`src/rtl/txs_pkg.sv`:
```
package txs_pkg;
  typedef enum logic [1:0] {
    OUT_NONE = 2'd0,
    OUT_OK   = 2'd1,
    OUT_LOST = 2'd2,
    OUT_ERR  = 2'd3
  } outc_t;

  // success beats error, error beats arbitration loss
  function automatic outc_t decode_outc(input logic ok, input logic lost, input logic err);
    if (ok)        return OUT_OK;
    else if (err)  return OUT_ERR;
    else if (lost) return OUT_LOST;
    else           return OUT_NONE;
  endfunction
endpackage

```
`src/rtl/txs_pick.sv`:
```
module txs_pick #(
  parameter int NBUF = 3,
  parameter int PW   = 2,
  parameter int IW   = (NBUF > 1) ? $clog2(NBUF) : 1
) (
  input  logic [NBUF-1:0]    req,
  input  logic [NBUF*PW-1:0] prio,
  output logic [IW-1:0]      win,
  output logic               any
);
  // ascending scan with >= : a later index takes equal priority
  function automatic logic [IW:0] pick(input logic [NBUF-1:0] r, input logic [NBUF*PW-1:0] p);
    logic [PW-1:0] best;
    logic [IW-1:0] idx;
    logic          fnd;
    best = '0; idx = '0; fnd = 1'b0;
    for (int i = 0; i < NBUF; i++) begin
      if (r[i] && (!fnd || p[i*PW +: PW] >= best)) begin
        best = p[i*PW +: PW];
        idx  = IW'(i);
        fnd  = 1'b1;
      end
    end
    return {fnd, idx};
  endfunction

  assign {any, win} = pick(req, prio);

  always_comb begin
    for (int j = 0; j < NBUF; j++) begin
      if (any && req[j]) begin

        prio_order_chk: assert (prio[j*PW +: PW] <= prio[int'(win)*PW +: PW]);

        tie_high_chk: assert (prio[j*PW +: PW] != prio[int'(win)*PW +: PW] || j <= int'(win));
      end
    end
  end
endmodule

```
`src/rtl/txs_slot.sv`:
```
module txs_slot
  import txs_pkg::*;
#(
  parameter int PW = 2
) (
  input  logic          clk,
  input  logic          rst_n,
  input  logic          wr_en,
  input  logic          wr_req,
  input  logic [PW-1:0] wr_prio,
  input  logic          rts_hit,
  input  logic          act_sel,
  input  outc_t         outc,
  input  logic          one_shot,
  input  logic          abort_all,
  input  logic          done_clr,
  output logic          req_o,
  output logic [PW-1:0] prio_o,
  output logic          abtf_o,
  output logic          mloa_o,
  output logic          txerr_o,
  output logic          done_o
);
  logic req_q, abtf_q, mloa_q, txerr_q, done_q;
  logic [PW-1:0] prio_q;

  // named events for the assertions
  logic ok_hit, fail_hit, set_ev, drop_ev;
  assign ok_hit   = act_sel && (outc == OUT_OK);
  assign fail_hit = act_sel && (outc == OUT_LOST || outc == OUT_ERR);
  assign set_ev   = (wr_en && wr_req) || rts_hit;
  assign drop_ev  = abort_all && req_q && !act_sel;

  logic req_n, abtf_n, mloa_n, txerr_n, done_n;
  logic [PW-1:0] prio_n;

  always_comb begin
    req_n = req_q; abtf_n = abtf_q; mloa_n = mloa_q;
    txerr_n = txerr_q; done_n = done_q; prio_n = prio_q;
    if (ok_hit) begin
      req_n  = 1'b0;
      done_n = 1'b1;
    end
    if (fail_hit) begin
      if (outc == OUT_LOST) mloa_n = 1'b1;
      else                  txerr_n = 1'b1;
      if (one_shot || abort_all) begin
        req_n  = 1'b0;
        abtf_n = 1'b1;
      end
    end
    if (drop_ev) begin
      req_n  = 1'b0;
      abtf_n = 1'b1;
    end
    if (wr_en) begin
      req_n  = wr_req;
      prio_n = wr_prio;
    end
    if (rts_hit) req_n = 1'b1;
    if (set_ev) begin
      abtf_n = 1'b0; mloa_n = 1'b0; txerr_n = 1'b0;
    end
    if (done_clr) done_n = 1'b0;
  end

  always_ff @(posedge clk or negedge rst_n) begin
    if (!rst_n) begin
      req_q <= 1'b0; abtf_q <= 1'b0; mloa_q <= 1'b0;
      txerr_q <= 1'b0; done_q <= 1'b0; prio_q <= '0;
    end else begin
      req_q <= req_n; abtf_q <= abtf_n; mloa_q <= mloa_n;
      txerr_q <= txerr_n; done_q <= done_n; prio_q <= prio_n;
    end
  end

  assign req_o = req_q;   assign prio_o = prio_q;  assign abtf_o = abtf_q;
  assign mloa_o = mloa_q; assign txerr_o = txerr_q; assign done_o = done_q;


  ok_clears_req_chk: assert property (@(posedge clk) disable iff (!rst_n)
    ok_hit && !set_ev && !done_clr |=> !req_q && done_q);

  set_clears_flags_chk: assert property (@(posedge clk) disable iff (!rst_n)
    set_ev && !fail_hit |=> req_q && !abtf_q && !mloa_q && !txerr_q);

  oneshot_fail_chk: assert property (@(posedge clk) disable iff (!rst_n)
    fail_hit && one_shot && !set_ev |=> !req_q && abtf_q);

  abort_drop_chk: assert property (@(posedge clk) disable iff (!rst_n)
    drop_ev && !set_ev |=> !req_q && abtf_q);
endmodule

```
`src/rtl/txs_sched.sv`:
```
module txs_sched
  import txs_pkg::*;
#(
  parameter int NBUF = 3,
  parameter int PW   = 2,
  parameter int IW   = (NBUF > 1) ? $clog2(NBUF) : 1
) (
  input  logic               clk,
  input  logic               rst_n,
  input  logic [NBUF-1:0]    wr_en,
  input  logic [NBUF-1:0]    wr_req,
  input  logic [NBUF*PW-1:0] wr_prio,
  input  logic [NBUF-1:0]    rts_n,
  input  logic [NBUF-1:0]    rts_en,
  input  logic               abort_all,
  input  logic               one_shot,
  input  logic               bus_idle,
  input  logic               tx_ok,
  input  logic               tx_lost,
  input  logic               tx_err,
  input  logic [NBUF-1:0]    done_clr,
  input  logic               merr_clr,
  input  logic [NBUF-1:0]    done_ie,
  input  logic               merr_ie,
  output logic               start_o,
  output logic [IW-1:0]      start_idx_o,
  output logic               busy_o,
  output logic [NBUF-1:0]    req_o,
  output logic [NBUF-1:0]    abtf_o,
  output logic [NBUF-1:0]    mloa_o,
  output logic [NBUF-1:0]    txerr_o,
  output logic [NBUF-1:0]    done_o,
  output logic               merr_o,
  output logic               irq_o
);
  logic [NBUF-1:0]    rts_prev_q, rts_fall;
  logic [NBUF*PW-1:0] prio_flat;
  logic [IW-1:0]      win, act_q, idx_q;
  logic               any, launch, busy_q, start_q, merr_q;
  outc_t              outc;

  assign rts_fall = rts_en & rts_prev_q & ~rts_n;
  assign outc     = busy_q ? decode_outc(tx_ok, tx_lost, tx_err) : OUT_NONE;

  txs_pick #(.NBUF(NBUF), .PW(PW), .IW(IW)) u_pick (
    .req(req_o), .prio(prio_flat), .win(win), .any(any)
  );

  assign launch = bus_idle && !busy_q && !abort_all && any;

  always_ff @(posedge clk or negedge rst_n) begin
    if (!rst_n) begin
      rts_prev_q <= '1;
      busy_q <= 1'b0; start_q <= 1'b0; act_q <= '0; idx_q <= '0; merr_q <= 1'b0;
    end else begin
      rts_prev_q <= rts_n;
      start_q    <= launch;
      if (launch) begin
        busy_q <= 1'b1;
        act_q  <= win;
        idx_q  <= win;
      end else if (outc != OUT_NONE) begin
        busy_q <= 1'b0;
      end
      if (outc == OUT_ERR) merr_q <= 1'b1;
      if (merr_clr)        merr_q <= 1'b0;
    end
  end

  for (genvar i = 0; i < NBUF; i++) begin : g_slot
    txs_slot #(.PW(PW)) u_slot (
      .clk(clk), .rst_n(rst_n),
      .wr_en(wr_en[i]), .wr_req(wr_req[i]), .wr_prio(wr_prio[i*PW +: PW]),
      .rts_hit(rts_fall[i]),
      .act_sel(busy_q && act_q == IW'(i)),
      .outc(outc), .one_shot(one_shot), .abort_all(abort_all),
      .done_clr(done_clr[i]),
      .req_o(req_o[i]), .prio_o(prio_flat[i*PW +: PW]),
      .abtf_o(abtf_o[i]), .mloa_o(mloa_o[i]), .txerr_o(txerr_o[i]), .done_o(done_o[i])
    );
  end

  assign start_o     = start_q;
  assign start_idx_o = idx_q;
  assign busy_o      = busy_q;
  assign merr_o      = merr_q;
  assign irq_o       = (|(done_o & done_ie)) || (merr_q && merr_ie);


  no_start_abort_chk: assert property (@(posedge clk) disable iff (!rst_n)
    start_o |-> !$past(abort_all) && busy_o);

  single_flight_chk: assert property (@(posedge clk) disable iff (!rst_n)
    start_o |-> !$past(busy_o));

  merr_set_chk: assert property (@(posedge clk) disable iff (!rst_n)
    busy_o && tx_err && !tx_ok && !merr_clr |=> merr_o);
endmodule

```
`config.mk`:
```
export PLATFORM = sky130hd
export DESIGN_NAME = txs_sched
export DESIGN_NICKNAME = d
export VERILOG_FILES = /design/src/rtl/txs_pkg.sv /design/src/rtl/txs_pick.sv /design/src/rtl/txs_slot.sv /design/src/rtl/txs_sched.sv
export SDC_FILE = /design/constraint.sdc
export NUM_CORES = 1
export LEC_CHECK = 0
export ABC_AREA = 0
export ABC_CLOCK_PERIOD_IN_PS = 2500
export CORE_ASPECT_RATIO = 0.75
export CORE_MARGIN = 2
export CORE_UTILIZATION = 39
export DETAILED_ROUTE_END_ITERATION = 6
export PLACE_DENSITY = 0.79
export SETUP_SLACK_MARGIN = 0.15
export SLEW_MARGIN = 10
export SYNTH_ARGS = -nofsm -noshare
export SYNTH_HDL_FRONTEND = slang
export SYNTH_SLANG_ARGS = --single-unit
```
`constraint.sdc`:
```
create_clock -name clk -period 2.5 [get_ports clk]
set_clock_uncertainty 0.1 [all_clocks]
set_input_delay 0.75 -clock clk [delete_from_list [all_inputs] [get_ports clk]]
set_output_delay 0.75 -clock clk [all_outputs]
set_load 0.005 [all_outputs]
```
---- Word level (Yosys, flattened, before mapping) ----
Index checks and enable logic that the tools add are counted.
storage, ports and cells
  bits in registers ....................... 29
  input bits .............................. 34
  word-level logic and storage cells ...... 168
cells by class
  magnitude comparators ................... 2
  equal/unequal tests ..................... 8
  muxes and demuxes ....................... 63
  bitwise gates (word level) .............. 4
  reductions and logical operators ........ 68
operators with widths
  kind                                                   number
  2-to-1 mux 1 bit                                       56
  logical AND 1 bit                                      24
  nonzero test 2 bit                                     12
  AND reduction 2 bit                                    9
  nonzero test 3 bit                                     6
  2-to-1 mux 2 bit                                       7
  bitwise AND 3 bit                                      3
  logical OR 1 bit                                       8
  logical NOT 1 bit                                      7
  == test 2 bit, second input constant                   3
  inequality test 2 x 1 -> 1 bit, second input constant  3
  == test 2 x 1 -> 1 bit, second input constant          2
  greater-or-equal comparator 2 bit                      2
  inverter 3 bit                                         1
  OR reduction 3 bit                                     1
  logical NOT 2 bit                                      1

---- Logic depth before layout (Yosys ltp) ----
Gate-level depths: netlist of run 1.
  depth in word-level cells ............... 12
  gate-level depth with buffers ........... 11
  gate-level depth less buffers ........... 11

---- Cells and area by module ----
From an unflattened synthesis of run 1, not the netlist that was laid out.
second synthesis, totals
  cells, all modules ...................... 121
  area total of the unflattened synthesis .. 1,457.6 sq um
modules (own cells, without submodules)
  module     times used  cells each  area an instance (sq um)
  txs_slot   3           23          307.8
  txs_sched  1           31          366.6
  txs_pick   1           21          167.7

---- Worst setup path after synthesis of run 1 ----
No wires, ideal clock.
  path type ............................... register -> register
  start ................................... register g_slot[0].u_slot.req_q
  end ..................................... register idx_q[0], in the netlist start_idx_o[0]
  library setup time ...................... 0.122 ns
  arrival time ............................ 2.295 ns
  required time ........................... 2.278 ns
  slack ................................... -0.016 ns
  cell stages (with the launch flop) ...... 11
  clock period less this slack ............ 2.516 ns
  path through ............................ dfrtp_1 -> and2_1 -> ha_1 -> o21ai_1 -> a31oi_1 -> mux2_1 -> ha_1 -> inv_1 -> a21boi_0 -> o31ai_1 -> a32o_1
on the way
  word-level cells in the longest chain between the ends .. 10
RTL lines
  item                                                                           line             RTL
  start, declared                                                                txs_slot.sv:24   logic req_q, abtf_q, mloa_q, txerr_q, done_q;
  start signal, assigned                                                         txs_slot.sv:72   req_q <= req_n; abtf_q <= abtf_n; mloa_q <= mloa_n;
  2-to-1 mux 2 bit / 2-to-1 mux 1 bit (equally long branches)                    txs_pick.sv:18   if (r[i] && (!fnd || p[i*PW +: PW] >= best)) begin
  greater-or-equal comparator 2 bit / logical NOT 1 bit (equally long branches)  txs_pick.sv:18
  logical OR 1 bit                                                               txs_pick.sv:18
  logical AND 1 bit                                                              txs_pick.sv:18
  2-to-1 mux 2 bit / 2-to-1 mux 1 bit (equally long branches)                    txs_pick.sv:18
  greater-or-equal comparator 2 bit / logical NOT 1 bit (equally long branches)  txs_pick.sv:18
  logical OR 1 bit                                                               txs_pick.sv:18
  logical AND 1 bit                                                              txs_pick.sv:18
  2-to-1 mux 1 bit                                                               txs_pick.sv:18
  logical AND 1 bit                                                              txs_sched.sv:49  assign launch = bus_idle && !busy_q && !abort_all && any;
  end signal, assigned                                                           txs_sched.sv:61  idx_q <= win;
  end, declared                                                                  txs_sched.sv:38  logic [IW-1:0] win, act_q, idx_q;
Parallel ways exist; a longest one is shown, timed or not.
A chain may end at the register's enable or synchronous reset.

---- Worst setup path in the final report of run 1 ----
Same ends and word-level chain as after synthesis.

==> results of run 1 <==
-- cell usage in the layout (no fill, tap or decap), drive strengths merged, types with 4 or more instances in the layout --
master	netlist	layout
o21ai	7	7
clkdlybuf4s50	0	48
inv	12	12
buf	16	12
nand2	18	18
nor2	15	15
ha	4	4
dlymetal6s2s	0	4
a21oi	11	11
mux2	5	5
dfrtp	26	26
clkbuf	0	8
-- cell usage after synthesis (2+ instances only) --
master	n	area, sq um
dfrtp_1	26	651
dfstp_2	3	78.8
ha_1	4	50.1
mux2_2	3	33.8
buf_4	15	113
a22oi_1	2	15.0
o22ai_1	3	18.8
a21oi_1	11	55.1
inv_1	11	41.3
nor2_1	15	56.3
a31o_1	3	26.3
nor3b_2	2	25.0
o21ai_0	6	30.0
a31oi_1	3	18.8
and2_1	2	12.5
o31ai_1	2	15.0
mux2_1	2	22.5
nand2_1	18	67.6
-- through the flow --
| step | instances | util [%] | worst slack [ns] | setup TNS, ns | hold slack, ns |
|---|---|---|---|---|---|
| global route | 257 | 62.0 | -0.0245 | -0.0245 | 0.407 |
| global placement | 244 | 55.1 | -0.175 | -0.262 | 0.380 |
| detailed placement | 244 | 55.1 | -0.211 | -0.372 | 0.389 |
| CTS | 255 | 60.3 | 0.121 | 0 | 0.403 |
| floorplan | 148 | - | 0.0351 | 0 | 0.354 |
| finish | 257 | 62.0 | 0.0553 | 0 | 0.396 |
-- critical path: cells and delay by family (launching register included) --
| family | cells | cell delay, ns |
|---|---|---|
| AO/OA/AOI/OAI | 5 | 0.75 |
| flip-flops | 1 | 0.40 |
| multiplexers | 1 | 0.34 |
| buffers and inverters | 1 | 0.04 |
| adder cells (fa/ha/maj) | 2 | 0.54 |
| AND/OR/NAND/NOR | 1 | 0.18 |
-- per-layer routing --
metal,part of all wire (%),global-route usage [%],up-vias
li1,-,-,613
met1,46,26.1,590
met2,45,27.2,47
met3,7.0,6.18,7
met4,1.8,8.42,0
met5,0,0,-
-- power groups by stage --
stage / logic (mW) / clock network (mW) / registers [mW]
2_1_floorplan: 0.134 / 0 / 0.551
3_3_place_gp: 0.264 / 0 / 0.559
3_5_place_dp: 0.270 / 0 / 0.561
4_1_cts: 0.316 / 0.376 / 0.555
5_1_grt: 0.375 / 0.391 / 0.563
6_report: 0.341 / 0.369 / 0.557
-- area by class of cell --
class / count / area, sq um / share of cell area (%)
Sequential cell: 29 / 729 / 32.4
Tap cell: 52 / 65.1 / 2.89
Timing Repair Buffer: 65 / 631 / 28.0
Clock buffer: 8 / 80.1 / 3.55
Multi-Input combinational cell: 91 / 703 / 31.2
Inverter: 12 / 45.0 / 2.00
-- cells by family after synthesis --
family / count (synthesis) / share of synthesized area (%)
AO/OA/AOI/OAI: 37 / 16.1
adder cells (fa/ha/maj): 4 / 3.41
buffers and inverters: 28 / 11.1
flip-flops: 29 / 49.7
multiplexers: 5 / 3.83
AND/OR/NAND/NOR: 45 / 15.9
-- timing repair --
action                                  4_1_cts  5_1_grt
gates resized for setup                      19        9
pin swaps                                    11        7
buffers inserted                              3        2
endpoints found under the setup margin        3        4
-- state kept, by name, summed over array words and instances, names as in the netlist --
signal	cells
busy_o	1
g_slot.u_slot.abtf_o	3
g_slot.u_slot.done_o	3
g_slot.u_slot.mloa_o	3
g_slot.u_slot.prio_o	6
g_slot.u_slot.req_o	3
g_slot.u_slot.txerr_o	3
merr_o	1
rts_prev_q	3
start_idx_o	2
start_o	1
-- worst min-delay path by stage --
stage                                  start                        to  slack, ns  depth (start not counted)
floorplan                              rst_n                    busy_o       0.35                          0
global placement     g_slot[1].u_slot.mloa_o   g_slot[1].u_slot.mloa_o       0.38                          2
detailed placement   g_slot[2].u_slot.mloa_o   g_slot[2].u_slot.mloa_o       0.39                          2
CTS                 g_slot[2].u_slot.txerr_o  g_slot[2].u_slot.txerr_o       0.40                          2
global route         g_slot[2].u_slot.mloa_o   g_slot[2].u_slot.mloa_o       0.41                          2
finish              g_slot[2].u_slot.txerr_o  g_slot[2].u_slot.txerr_o       0.40                          2
==> results.cfg, run 1 <==
[clocking]
cts_tree = built
h-tree-depth = 2
cts_buffer_depth = 2
clockRootBuffer = clkbuf_8
cts.sink_count = 29
insertion_delay_ns = 0.28
ctsHoldBuffers = 0
numCtsBuffers = 5
clk_pin_slew_ns = 0.06

[global_route]
antenna_found_initial = 0
gr-total-overflow = 0
grt_pass1_wl_mm = 5.95
track_usage_pct = 18.9
grt_max_degree = 30
grt_pass1_vias = 1266

[critical_path]
worst_path_most_repeated_cell = ha_4
crit_type = register to register
worst-r2r-setup-slack_ns = 0.06
end_kind = register
r2r_start = g_slot[0].u_slot.req_o
reg2reg_depth = 10
critPathArrivalTime_ns = 2.52
required_ns = 2.57
worstPathCellList = and2_4 > ha_4 > o21ai_4 > a31oi_4 > mux2_4 > ha_4 > inv_2 > a21boi_4 > o31ai_4 > a32o_1
critPathLaunch = g_slot[0].u_slot.req_o
rr_endpoint = start_idx_o[0]
cp_slowest_stage_delay_ns = 0.40
endpoint = start_idx_o[0]
crit_fanout = 3
critPathLaunchType = register
crit_slowest_cell = dfrtp_1

[finish]
nFillCells = 318
nets = 242
synthToLayoutAreaGrowth_pct = 53.4
drive_gt1_share_pct = 22.0
finalInstanceArea_sq_um = 2250
antennaDiodeCount = 0

[floorplan]
die_height_microns = 57.2
core-area_sq_um = 3640
start_util_pct = 40.4
die_area_sq_um = 4280
io_pins = 55
die_x_microns = 74.9
rows = 19

[detailed_routing]
drtPass1Iterations = 4
vias = 1257
ant_nets = 0
route.detailed.drc = 0
wl_per_cell_microns = 14.1
drt-total-wl_mm = 3.61
drt_iter0_drc = 67
vias_per_cell = 4.89

[logic_synthesis]
synth_cells = 148
syn_nets = 186
synth.distinct_cells = 35
async_flop_share_pct = 100
synth_edf_count = 0
synth.avg_cell_area_sq_um = 9.93
ys_seq_area_share_pct = 49.7
synth_area_sq_um = 1470
ys.flop_type = dfrtp_1
ys_seq_elements = 29
synth-warning-count = 0

[power_and_ir_drop]
net-switching-power_uw = 357
p_comb_share_pct = 26.9
leakage_nw = 1.01
swShare_pct = 28.2
clkPwrFrac_pct = 29.1
p_int_uw = 910
power_frac_seq_pct = 44.0
peakVddDrop_mv = 0.290
power.total_mw = 1.27
power_density_nw_per_um2 = 562

[sta]
finalCritPeriodShare_pct = 97.8
maxSlewViolCount = 0
hold_viol = 0
worstMarginPinSlew_ns = 0.551
clock.fmax_mhz = 409
final-setup-viol-count = 0
post-route-min-period_ns = 2.44
slew-limit-headroom_pct = 62.9
rsz0062_at_grt = yes

[placement]
dp_hpwl_mm = 2.51
numPortBuffers = 54
routabilityCongestion = 0.750
dpl_cell_area_sq_um = 2010

[status]
outcome = finished clean

[worst_hold_path]
hold_path_class = register to register

[run]
drv_cap = 0
Power figures use the tool's default switching activity.
==> inputs of run 2 (changes only) <==
Settings changed: SETUP_SLACK_MARGIN 0.15 to unset.
==> results.cfg, run 2 (synthesized netlist as in run 1, its figures left out) <==
[power_and_ir_drop]
power_density_nw_per_um2 = 576
net-switching-power_uw = 343
leakage_nw = 0.948
p_int_uw = 921
swShare_pct = 27.1
p_comb_share_pct = 25.2
power_frac_seq_pct = 43.7
peakVddDrop_mv = 0.359
clkPwrFrac_pct = 31.2

[finish]
nets = 239
final_util_pct = 60.4
finalInstanceArea_sq_um = 2200
final_cell_mix = clkdlybuf4s50_1 (53), dfrtp_1 (26), nand2_1 (18)
drive_gt1_share_pct = 20.8
nFillCells = 313
antennaDiodeCount = 0
final_common_cell = clkdlybuf4s50_1
largest_reg_flops = 6
synthToLayoutAreaGrowth_pct = 49.6

[clocking]
clockRootBuffer = clkbuf_8
cts_tree = built
numCtsBuffers = 5
h-tree-depth = 2
cts_buffer_depth = 2
clk_pin_slew_ns = 0.06
insertion_delay_ns = 0.28
ctsHoldBuffers = 0
cts.sink_count = 29

[global_route]
antenna_found_initial = 0
gr-total-overflow = 0
track_usage_pct = 16.8
grt_max_degree = 30
grt_pass1_wl_mm = 5.26
grt_pass1_vias = 1139

[critical_path]
cp_slowest_stage_delay_ns = 0.41
worstPathCellList = and2_4 > ha_4 > o21ai_2 > a31oi_4 > mux2_4 > ha_4 > inv_2 > a21boi_4 > o31ai_2 > a32o_1
critPathLaunchType = register
crit_fanout = 4
worst_path_most_repeated_cell = ha_4
required_ns = 2.57
crit_slowest_cell = dfrtp_1
critPathArrivalTime_ns = 2.54
end_kind = register
crit_type = register to register

[placement]
numPortBuffers = 54
routabilityCongestion = 0.788
dpl_cell_area_sq_um = 2010
dp_hpwl_mm = 2.45

[floorplan]
die_area_sq_um = 4280
io_pins = 55
start_util_pct = 40.4
core-area_sq_um = 3640
die_x_microns = 74.9
die_height_microns = 57.2
rows = 19

[sta]
clock.fmax_mhz = 405
final-setup-viol-count = 0
post-route-min-period_ns = 2.47
hold_viol = 0
worstMarginPinSlew_ns = 0.568
finalCritPeriodShare_pct = 98.7
slew-limit-headroom_pct = 61.7
maxSlewViolCount = 0
worst_hold_slack_ns = 0.392
rsz0062_at_grt = yes

[worst_hold_path]
hold_path_class = register to register

[detailed_routing]
vias_per_cell = 4.79
drt-total-wl_mm = 3.33
ant_nets = 0
vias = 1217
drt_iter0_drc = 94
drtPass1Iterations = 4
route.detailed.drc = 0
wl_per_cell_microns = 13.1

[status]
outcome = finished clean

[run]
drv_cap = 0
==> run 2: cell types whose count changed in the layout (fill, tap and decap cells not counted), sizes merged <==
cell,delta
buf,-4
clkbuf,+1
clkdlybuf4s50,+5
dlygate4sd2,-1
dlymetal6s2s,-4
==> run 2: critical path: cells and delay by family (launching register included) <==
kind / cells / cell delay, ns
compound gates: 5 / 0.76
fa+ha+maj: 2 / 0.52
flops: 1 / 0.41
mux: 1 / 0.34
simple gates: 1 / 0.19
buf+inv: 1 / 0.04
==> run 2: power by group through the flow <==
stage | registers, mW | clock network (mW) | logic, mW
final | 0.552 | 0.394 | 0.318
after global routing | 0.557 | 0.430 | 0.348
after CTS | 0.550 | 0.405 | 0.277
after detailed placement | 0.557 | 0 | 0.272
after global placement | 0.556 | 0 | 0.267
after floorplan | 0.551 | 0 | 0.131
==> run 2: area by class of cell <==
class / count / area (sq um) / area share [%]
Sequential cell: 29 / 729 / 33.2
Multi-Input combinational cell: 91 / 672 / 30.6
Timing Repair Buffer: 62 / 596 / 27.1
Clock buffer: 8 / 90.1 / 4.10
Tap cell: 52 / 65.1 / 2.96
Inverter: 12 / 45.0 / 2.05
==> run 2: layer usage <==
metal / vias to the layer above / global-route usage, % / part of all wire (%) / wire, microns
met4: 0 / 8.42 / 2.2 / 74
li1: 601 / - / - / -
met3: 9 / 5.48 / 5.9 / 198
met5: - / 0 / 0 / 0
met2: 35 / 23.1 / 45 / 1500
met1: 572 / 23.7 / 47 / 1560
==> run 2: repair_timing <==
item | 4_1_cts | 5_1_grt
endpoints found under the hold margin | 0 | 0
resized for setup | 4 | 15
pin swaps | 2 | 8
setup endpoints to repair | 3 | 3
setup buffers | 0 | 1
==> run 2: metrics by stage <==
stage               TNS (ns)  setup WS [ns]  std cells  total power [mW]
global placement      -0.321         -0.172        245             0.823
floorplan                  0         0.0261        148             0.682
finish                     0         0.0326        254              1.26
global route         -0.0317        -0.0317        254              1.34
detailed placement    -0.401         -0.226        245             0.830
CTS                        0       0.000966        253              1.23
==> run 2: worst paths after layout <==
path / from / end / slack (ns) / cells after the start
max: g_slot[0].u_slot.req_o / start_idx_o[0] / 0.03 / 10
min: g_slot[2].u_slot.mloa_o / g_slot[2].u_slot.mloa_o / 0.39 / 2
max reg2reg: g_slot[0].u_slot.req_o / start_idx_o[0] / 0.03 / 10
min reg2reg: g_slot[2].u_slot.mloa_o / g_slot[2].u_slot.mloa_o / 0.39 / 2
max in group asynchronous: rst_n / rts_prev_q[2] / 1.23 / 2
min in group asynchronous: rst_n / busy_o / 0.76 / 2
